<file path="src/rtl/defl_pkg.sv">
package defl_pkg;

    typedef enum logic [1:0] {
        XR_UNPOWERED = 2'd0,
        XR_NORMAL    = 2'd1,
        XR_TRIPPED   = 2'd2
    } xr_state_t;

    typedef enum logic {
        FB_IDLE = 1'b0,
        FB_HOLD = 1'b1
    } fb_state_t;

    localparam int IDX_SUPPLY  = 0;
    localparam int IDX_XRAY    = 1;
    localparam int IDX_STANDBY = 2;
    localparam int IDX_HFLY    = 3;
    localparam int IDX_VFLY    = 4;
    localparam int IDX_VSYNC   = 5;
    localparam int IDX_VRET    = 6;
    localparam int IDX_UNLOCK  = 7;
    localparam int IDX_VFDIS   = 8;
    localparam int NUM_FLAGS   = 9;

endpackage

</file>
<file path="src/rtl/defl_sync.sv">
module defl_sync #(
    parameter int W      = 1,
    parameter int STAGES = 2
) (
    input  logic         clk,
    input  logic         rst_n,
    input  logic [W-1:0] d_async,
    output logic [W-1:0] q_sync
);

    localparam int LAST = STAGES - 1;

    logic [W-1:0] chain [STAGES];

    always_ff @(posedge clk or negedge rst_n) begin
        if (!rst_n) begin
            for (int i = 0; i < STAGES; i++) begin
                chain[i] <= '0;
            end
        end else begin
            chain[0] <= d_async;
            for (int i = 1; i < STAGES; i++) begin
                chain[i] <= chain[i-1];
            end
        end
    end

    assign q_sync = chain[LAST];

endmodule

</file>
<file path="src/rtl/defl_xray_latch.sv">
module defl_xray_latch
    import defl_pkg::*;
(
    input  logic clk,
    input  logic rst_n,
    input  logic sup_ok,
    input  logic fault,
    output logic latched
);

    xr_state_t state_q, state_d;

    always_ff @(posedge clk or negedge rst_n) begin
        if (!rst_n) begin
            state_q <= XR_UNPOWERED;
        end else begin
            state_q <= state_d;
        end
    end

    always_comb begin
        state_d = state_q;
        unique case (state_q)
            XR_UNPOWERED: if (sup_ok) state_d = XR_NORMAL;
            XR_NORMAL:    if (!sup_ok) state_d = XR_UNPOWERED;
                          else if (fault) state_d = XR_TRIPPED;
            XR_TRIPPED:   if (!sup_ok) state_d = XR_UNPOWERED;
            default:      state_d = XR_UNPOWERED;
        endcase
    end

    always_comb begin
        latched = (state_q == XR_TRIPPED);
    end

endmodule

</file>
<file path="src/rtl/defl_freq_blank.sv">
module defl_freq_blank
    import defl_pkg::*;
#(
    parameter int BLANK_W = 8
) (
    input  logic               clk,
    input  logic               rst_n,
    input  logic               trig,
    input  logic [BLANK_W-1:0] len,
    output logic               active
);

    localparam logic [BLANK_W-1:0] ONE = BLANK_W'(1);

    fb_state_t          state_q, state_d;
    logic [BLANK_W-1:0] cnt_q, cnt_d;
    logic               trig_q;
    logic               trig_edge;

    assign trig_edge = trig & ~trig_q;

    always_ff @(posedge clk or negedge rst_n) begin
        if (!rst_n) begin
            state_q <= FB_IDLE;
            cnt_q   <= '0;
            trig_q  <= 1'b0;
        end else begin
            state_q <= state_d;
            cnt_q   <= cnt_d;
            trig_q  <= trig;
        end
    end

    always_comb begin
        state_d = state_q;
        cnt_d   = cnt_q;
        unique case (state_q)
            FB_IDLE: begin
                if (trig_edge && len != '0) begin
                    state_d = FB_HOLD;
                    cnt_d   = len;
                end
            end
            FB_HOLD: begin
                if (trig_edge && len != '0) begin
                    cnt_d = len;
                end else if (trig_edge || cnt_q <= ONE) begin
                    state_d = FB_IDLE;
                    cnt_d   = '0;
                end else begin
                    cnt_d = cnt_q - ONE;
                end
            end
            default: begin
                state_d = FB_IDLE;
                cnt_d   = '0;
            end
        endcase
    end

    always_comb begin
        active = (state_q == FB_HOLD);
    end

endmodule

</file>
<file path="src/rtl/defl_guard.sv">
module defl_guard
    import defl_pkg::*;
#(
    parameter int SYNC_STAGES = 2,
    parameter int BLANK_W     = 8
) (
    input  logic               clk,
    input  logic               rst_n,
    input  logic               supply_ok,
    input  logic               xray_trip,
    input  logic               standby,
    input  logic               hfly,
    input  logic               vfly,
    input  logic               vsync,
    input  logic               vretrace,
    input  logic               unlock,
    input  logic               vfly_dis,
    input  logic [BLANK_W-1:0] blank_len,
    output logic               h_inhibit,
    output logic               v_inhibit,
    output logic               cblank
);

    logic [NUM_FLAGS-1:0] raw_flags;
    logic [NUM_FLAGS-1:0] syn_flags;

    logic sup_s, xr_s, stby_s, hfly_s, vfly_s, vsync_s, vret_s, unlock_s, vfdis_s;
    logic xr_latched;
    logic fb_active;
    logic vert_blank;

    always_comb begin
        raw_flags              = '0;
        raw_flags[IDX_SUPPLY]  = supply_ok;
        raw_flags[IDX_XRAY]    = xray_trip;
        raw_flags[IDX_STANDBY] = standby;
        raw_flags[IDX_HFLY]    = hfly;
        raw_flags[IDX_VFLY]    = vfly;
        raw_flags[IDX_VSYNC]   = vsync;
        raw_flags[IDX_VRET]    = vretrace;
        raw_flags[IDX_UNLOCK]  = unlock;
        raw_flags[IDX_VFDIS]   = vfly_dis;
    end

    defl_sync #(
        .W      (NUM_FLAGS),
        .STAGES (SYNC_STAGES)
    ) u_sync (
        .clk     (clk),
        .rst_n   (rst_n),
        .d_async (raw_flags),
        .q_sync  (syn_flags)
    );

    assign sup_s    = syn_flags[IDX_SUPPLY];
    assign xr_s     = syn_flags[IDX_XRAY];
    assign stby_s   = syn_flags[IDX_STANDBY];
    assign hfly_s   = syn_flags[IDX_HFLY];
    assign vfly_s   = syn_flags[IDX_VFLY];
    assign vsync_s  = syn_flags[IDX_VSYNC];
    assign vret_s   = syn_flags[IDX_VRET];
    assign unlock_s = syn_flags[IDX_UNLOCK];
    assign vfdis_s  = syn_flags[IDX_VFDIS];

    defl_xray_latch u_xray (
        .clk     (clk),
        .rst_n   (rst_n),
        .sup_ok  (sup_s),
        .fault   (xr_s),
        .latched (xr_latched)
    );

    defl_freq_blank #(
        .BLANK_W (BLANK_W)
    ) u_fblank (
        .clk    (clk),
        .rst_n  (rst_n),
        .trig   (unlock_s),
        .len    (blank_len),
        .active (fb_active)
    );

    always_comb begin
        vert_blank = vfdis_s ? vret_s : vfly_s;
        h_inhibit  = ~sup_s | xr_latched | hfly_s | stby_s;
        v_inhibit  = ~sup_s | stby_s;
        cblank     = ~sup_s | xr_latched | stby_s | hfly_s
                   | vert_blank | vsync_s | fb_active;
    end

endmodule

</file>
<file path="config.mk">
export PLATFORM = sky130hd
export DESIGN_NAME = defl_guard
export DESIGN_NICKNAME = d
export VERILOG_FILES = /design/src/rtl/defl_pkg.sv /design/src/rtl/defl_sync.sv /design/src/rtl/defl_xray_latch.sv /design/src/rtl/defl_freq_blank.sv /design/src/rtl/defl_guard.sv
export SDC_FILE = /design/constraint.sdc
export NUM_CORES = 1
export LEC_CHECK = 0
export BUFFER_PORTS_ARGS = -buffer_cell sky130_fd_sc_hd__buf_2
export CORE_AREA = 2 2 53 55
export DETAILED_ROUTE_END_ITERATION = 7
export DIE_AREA = 0 0 55 57
export GPL_ROUTABILITY_DRIVEN = 0
export PLACE_DENSITY = 0.69
export SLEW_MARGIN = 20
export SYNTH_ARGS = -nofsm -noshare
export SYNTH_HDL_FRONTEND = slang
export SYNTH_SLANG_ARGS = --single-unit
</file>
<file path="constraint.sdc">
create_clock -name clk -period 2 [get_ports clk]
set_input_delay 0.2 -clock clk [delete_from_list [all_inputs] [get_ports clk]]
set_output_delay 0.2 -clock clk [all_outputs]
set_load 0.01 [all_outputs]
</file>
== Word level (Yosys, flattened, before mapping) ==
Index checks and enable logic that the tools add are counted.

* Bits in registers: 30
* Output and inout bits: 3

* Add/sub/neg operators: 1
* Order comparisons: 1
* Equality and inequality tests: 6
* Mux-type cells: 14
* Bitwise operators: 13
* Reductions and logical operators: 5

{| class="wikitable"
|+ Operator list
! operator !! count
|-
| $mux W8 || 3
|-
| $pmux W8 S2 || 1
|-
| $or A1 B1 Y1 || 9
|-
| $le A8 B1 Y1 const B || 1
|-
| $mux W2 || 4
|-
| $reduce_bool A8 Y1 || 1
|-
| $sub A8 B1 Y8 const B || 1
|-
| $pmux W2 S3 || 1
|-
| $mux W1 || 4
|-
| $ne A2 B2 Y1 const B || 2
|-
| $ne A3 B3 Y1 const B || 1
|-
| $not A1 Y1 || 3
|-
| $reduce_and A3 Y1 || 1
|-
| $eq A2 B1 Y1 const B || 1
|-
| $eq A2 B2 Y1 const B || 1
|-
| $logic_not A2 Y1 || 1
|-
| $ne A2 B1 Y1 const B || 1
|-
| $pmux W1 S2 || 1
|-
| $and A1 B1 Y1 || 1
|-
| $logic_and A1 B1 Y1 || 1
|-
| $logic_or A1 B1 Y1 || 1
|}

== Logic depth before layout (Yosys ltp) ==
* Depth after elaboration: 7
* Depth in mapped cells: 6
* Gate-level depth less buffers: 6

== Modules after synthesis ==
From an unflattened synthesis, not the netlist that was laid out.

* Cell total of the unflattened synthesis: 101
* Area total of the unflattened synthesis: 1282.5 µm²

{| class="wikitable"
|+ Modules (own cells, without submodules)
! module !! instances !! cells each !! area each (µm²)
|-
| defl_freq_blank || 1 || 61 || 629.4
|-
| defl_sync || 1 || 27 || 518.0
|-
| defl_xray_latch || 1 || 7 || 88.8
|-
| defl_guard || 1 || 6 || 46.3
|}

== Worst setup path after synthesis ==
Ideal clock, no wire load.

* Kind: register -> register
* From: register u_fblank.cnt_q[0]
* To: register u_fblank.cnt_q[7]
* Library setup time: 0.065 ns
* Data arrival time: 1.791 ns
* Required time: 1.935 ns
* Path slack: 0.145 ns
* Stages on the path, launching flop included: 7
* Period minus slack after synthesis: 1.855 ns
* Cell sequence: dfrtp_1 -> inv_1 -> ha_1 -> or2_2 -> or4_1 -> a211oi_1 -> a221o_2

* Word-level cells in the longest chain between the ends: 5
* Elaborated cells on any way between the ends: 6

{| class="wikitable"
|+ RTL lines
! what !! RTL line !! text
|-
| start: declaration || defl_freq_blank.sv:16 || <nowiki>logic [BLANK_W-1:0] cnt_q, cnt_d;</nowiki>
|-
| start signal: assignment || defl_freq_blank.sv:29 || <nowiki>cnt_q <= cnt_d;</nowiki>
|-
| $le A8 B1 Y1 || defl_freq_blank.sv:47 || <nowiki>end else if (trig_edge || cnt_q <= ONE) begin</nowiki>
|-
| $logic_or A1 B1 Y1 || defl_freq_blank.sv:47 ||
|-
| $mux W8 (*) || defl_freq_blank.sv:47 ||
|-
| $mux W8 (*) || defl_freq_blank.sv:45 || <nowiki>if (trig_edge && len != '0) begin</nowiki>
|-
| $pmux W8 S2 (*) || defl_freq_blank.sv:37 || <nowiki>unique case (state_q)</nowiki>
|}

Mark *: on every way between the ends. The rest lies on a longest branch, timed or not.
A chain may end at the register's enable or synchronous reset.

== Final worst setup path ==
* From: register u_xray.state_q[1]
* To: output cblank

* Word-level cells in the longest chain between the ends: 7

{| class="wikitable"
|+ RTL lines
! what !! RTL line !! text
|-
| start: declaration || defl_xray_latch.sv:11 || <nowiki>xr_state_t state_q, state_d;</nowiki>
|-
| start signal: assignment || defl_xray_latch.sv:17 || <nowiki>state_q <= state_d;</nowiki>
|-
| $eq A2 B2 Y1 || defl_xray_latch.sv:33 || <nowiki>latched = (state_q == XR_TRIPPED);</nowiki>
|-
| $or A1 B1 Y1 (3 in a row) || defl_guard.sv:87 || <nowiki>cblank = ~sup_s | xr_latched | stby_s | hfly_s</nowiki>
|-
| $or A1 B1 Y1 (3 in a row) || defl_guard.sv:88 || <nowiki>| vert_blank | vsync_s | fb_active;</nowiki>
|-
| end: declaration || defl_guard.sv:21 || <nowiki>output logic cblank</nowiki>
|}

No other way between the ends.

==> out/metrics.yaml <==
tightest_slew_ns: 0.614
cts-root-buf: "clkbuf_4"
synthArstFlopShare: 1.00
numCtsBuffers: 5
finalMaxSlewViolations: 0
grt_max_degree: 31
r2r_slack_ns: 0.13
power_leakage_nw: 0.694
grt_pass1_vias: 802
critPathArrivalTime_ns: 1.73
required_ns: 1.80
fin_area_mm2: 0.00151
cts_setup_buffers: 0
power_mw: 1.78
dieWidth_um: 55
start_util: 0.437
maxCapViolations: 0
status: "finished clean"
period_minus_slack_ns: 1.93
crit_fanout: 3
r2r_cells: 6
whs_path_depth: 2
maxSlewHeadroom: 0.591
finalSetupViolations: 0
cts_max_path_buffers: 2
postSynthAreaPerCell_um2: 13.1
cts_tree: "yes"
dr.pass1.iters: 5
fill_cells: 219
finalClockSkew_ns: 0.00589
path_class: "reg -> out"
fmax_ghz: 0.518
ys_seq_area_frac: 0.657
grt_usage: 0.173
grt_pass1_wl_mm: 3.62
antenna_cells: 0
cts.reportedPaths.clkPinSlew_ns: 0.09
synth.distinct_cells: 32
synth_area_mm2: 0.00114
coreArea_mm2: 0.00262
syn_to_final_growth_pct: 31.9
powerDensity_mw_per_mm2: 1180
drive_gt1_frac: 0.325
drc_errors: 0
drt_iter0_markers: 25
grt_antenna_before_repair: 0
syn_inst: 87
ir_worst_vdd_mv: 0.787
endpoint_kind: "primary output"
io_buffers: 21
clock_sinks: 30
synth_flop_cell: "dfrtp_1"
dieArea_mm2: 0.00314
rows: 19
gr-total-overflow: 0
min_period_over_period: 0.966
via_count: 859
fin_nets: 147
syn-num-nets: 108
synth_edf_count: 0
hold_class: "in -> reg"
routed_wl_mm: 2.19
via_per_inst: 5.47
die_h_um: 57
wire_per_inst_um: 13.9
yosysWarnings: 0
dp_hpwl_mm: 1.37
io_pins: 22
startpoint_type: "register"
grt_setup_unrepaired: "true"
clock_latency_ns: 0.32
ys_ff_latch: 30
hold_viol_final: 0
placed_area_mm2: 0.00130
ant_nets: 0
htree_levels: 2
-- layout by cell type (no fill, tap or decap), drive strengths merged --
| cell type | n |
|---|---|
| mux2 | 1 |
| o31a | 1 |
| or4 | 3 |
| a211o | 2 |
| a311o | 1 |
| a21oi | 1 |
| o21a | 1 |
| ha | 2 |
| and3b | 1 |
| clkbuf | 6 |
| buf | 23 |
| o21ai | 1 |
| dlygate4sd3 | 10 |
| bufinv | 1 |
| and3 | 1 |
| nand2 | 5 |
| nand2b | 1 |
| a21boi | 1 |
| nor2 | 7 |
| or2 | 2 |
| o41ai | 1 |
| xnor2 | 1 |
| o22ai | 1 |
| a311oi | 1 |
| or3 | 2 |
| dfrtp | 30 |
| and2 | 1 |
| inv | 3 |
| o31ai | 2 |
| nor2b | 2 |
| nor4 | 4 |
| a221o | 6 |
| a211oi | 1 |
-- what timing repair did --
item	4_1_cts	5_1_grt
pin swaps	1	1
resized for setup	0	6
hold buffers	10	0
endpoints found under the setup margin	1	4
hold endpoints to repair	39	0
-- state kept, by name (all words and copies together) (netlist names) --
| signal | count |
|---|---|
| u_sync.chain | 9 |
| u_fblank.trig_q | 1 |
| u_fblank.cnt_q | 8 |
| u_sync.q_sync | 9 |
| u_xray.state_q | 2 |
| u_fblank.active | 1 |
-- Yosys cell counts (2+ instances only) --
cell / count / area [um^2]
o31ai_1: 2 / 15.0
a221o_1: 4 / 40.0
nand2_1: 5 / 18.8
a221o_2: 2 / 22.5
nor2b_1: 2 / 12.5
a211o_1: 2 / 17.5
nor2_1: 7 / 26.3
dfrtp_1: 30 / 751
ha_1: 2 / 25.0
or4_1: 2 / 15.0
or3_1: 2 / 12.5
or2_2: 2 / 12.5
inv_1: 3 / 11.3
nor4_1: 4 / 25.0
-- critical path: stages, from the launching register on --
cell and delay, ns:
dfrtp_1 0.39, nor2b_1 0.14, or3_1 0.31, or4_1 0.41, buf_2 0.16
-- cells by family (layout without fill, tap and decap cells) --
group                      count (synthesis)  after routing  synth area share
muxes                                      1              1           0.00986
and+or+nand+nor                           29             29             0.141
buffers and inverters                      4             43            0.0131
adders and majority gates                  2              2            0.0219
DFF                                       30             30             0.657
AOI/OAI and AO/OA                         20             20             0.149
xor gates and xnor gates                   1              1           0.00767
-- report_power, final --
part / leakage, nW / total, mW / internal, mW / switching, mW
Combinational: 0.292 / 0.464 / 0.240 / 0.224
Clock: 0.0443 / 0.482 / 0.291 / 0.192
Sequential: 0.358 / 0.835 / 0.710 / 0.125
Total: 0.694 / 1.78 / 1.24 / 0.541
-- per-layer routing --
layer / GRT usage / share of wire / wire length [um]
met1: 0.209 / 0.41 / 892
met2: 0.247 / 0.49 / 1070
met3: 0.0838 / 0.066 / 144
met4: 0.105 / 0.038 / 83
met5: 0 / 0 / 0
-- final timing paths --
check / startpoint / end
setup / recovery: u_xray.state_q[1] / cblank
min in group asynchronous: rst_n / u_fblank.cnt_q[7]
max in group asynchronous: rst_n / u_fblank.cnt_q[1]
hold / removal: blank_len[7] / u_fblank.cnt_q[7]
hold reg to reg: u_sync.chain[16] / u_sync.q_sync[7]
setup reg to reg: u_fblank.cnt_q[0] / u_fblank.cnt_q[7]
-- cell type report --
| class | instances | area (um^2) | share of cell area |
|---|---|---|---|
| clock inverter | 1 | 30.0 | 0.0199 |
| sequential | 30 | 751 | 0.498 |
| clock buffer | 6 | 51.3 | 0.0341 |
| multi-input combinational | 53 | 404 | 0.268 |
| inverter | 3 | 11.3 | 0.00748 |
| timing repair buffer | 33 | 220 | 0.146 |
| tap | 31 | 38.8 | 0.0257 |
-- metrics by stage --
stage               setup TNS [ns]  utilization  std cells  hold WS, ns  worst slack (ns)
detailed placement               0        0.496        140        0.259            0.0717
floorplan                        0            -         87      -0.0956             0.145
finish                           0        0.576        157        0.126            0.0686
global route               -0.0118        0.576        157        0.106           -0.0118
CTS                              0        0.566        157        0.110            0.0363
global placement                 0        0.496        140        0.256             0.108
(Power assumes the default switching activity.)
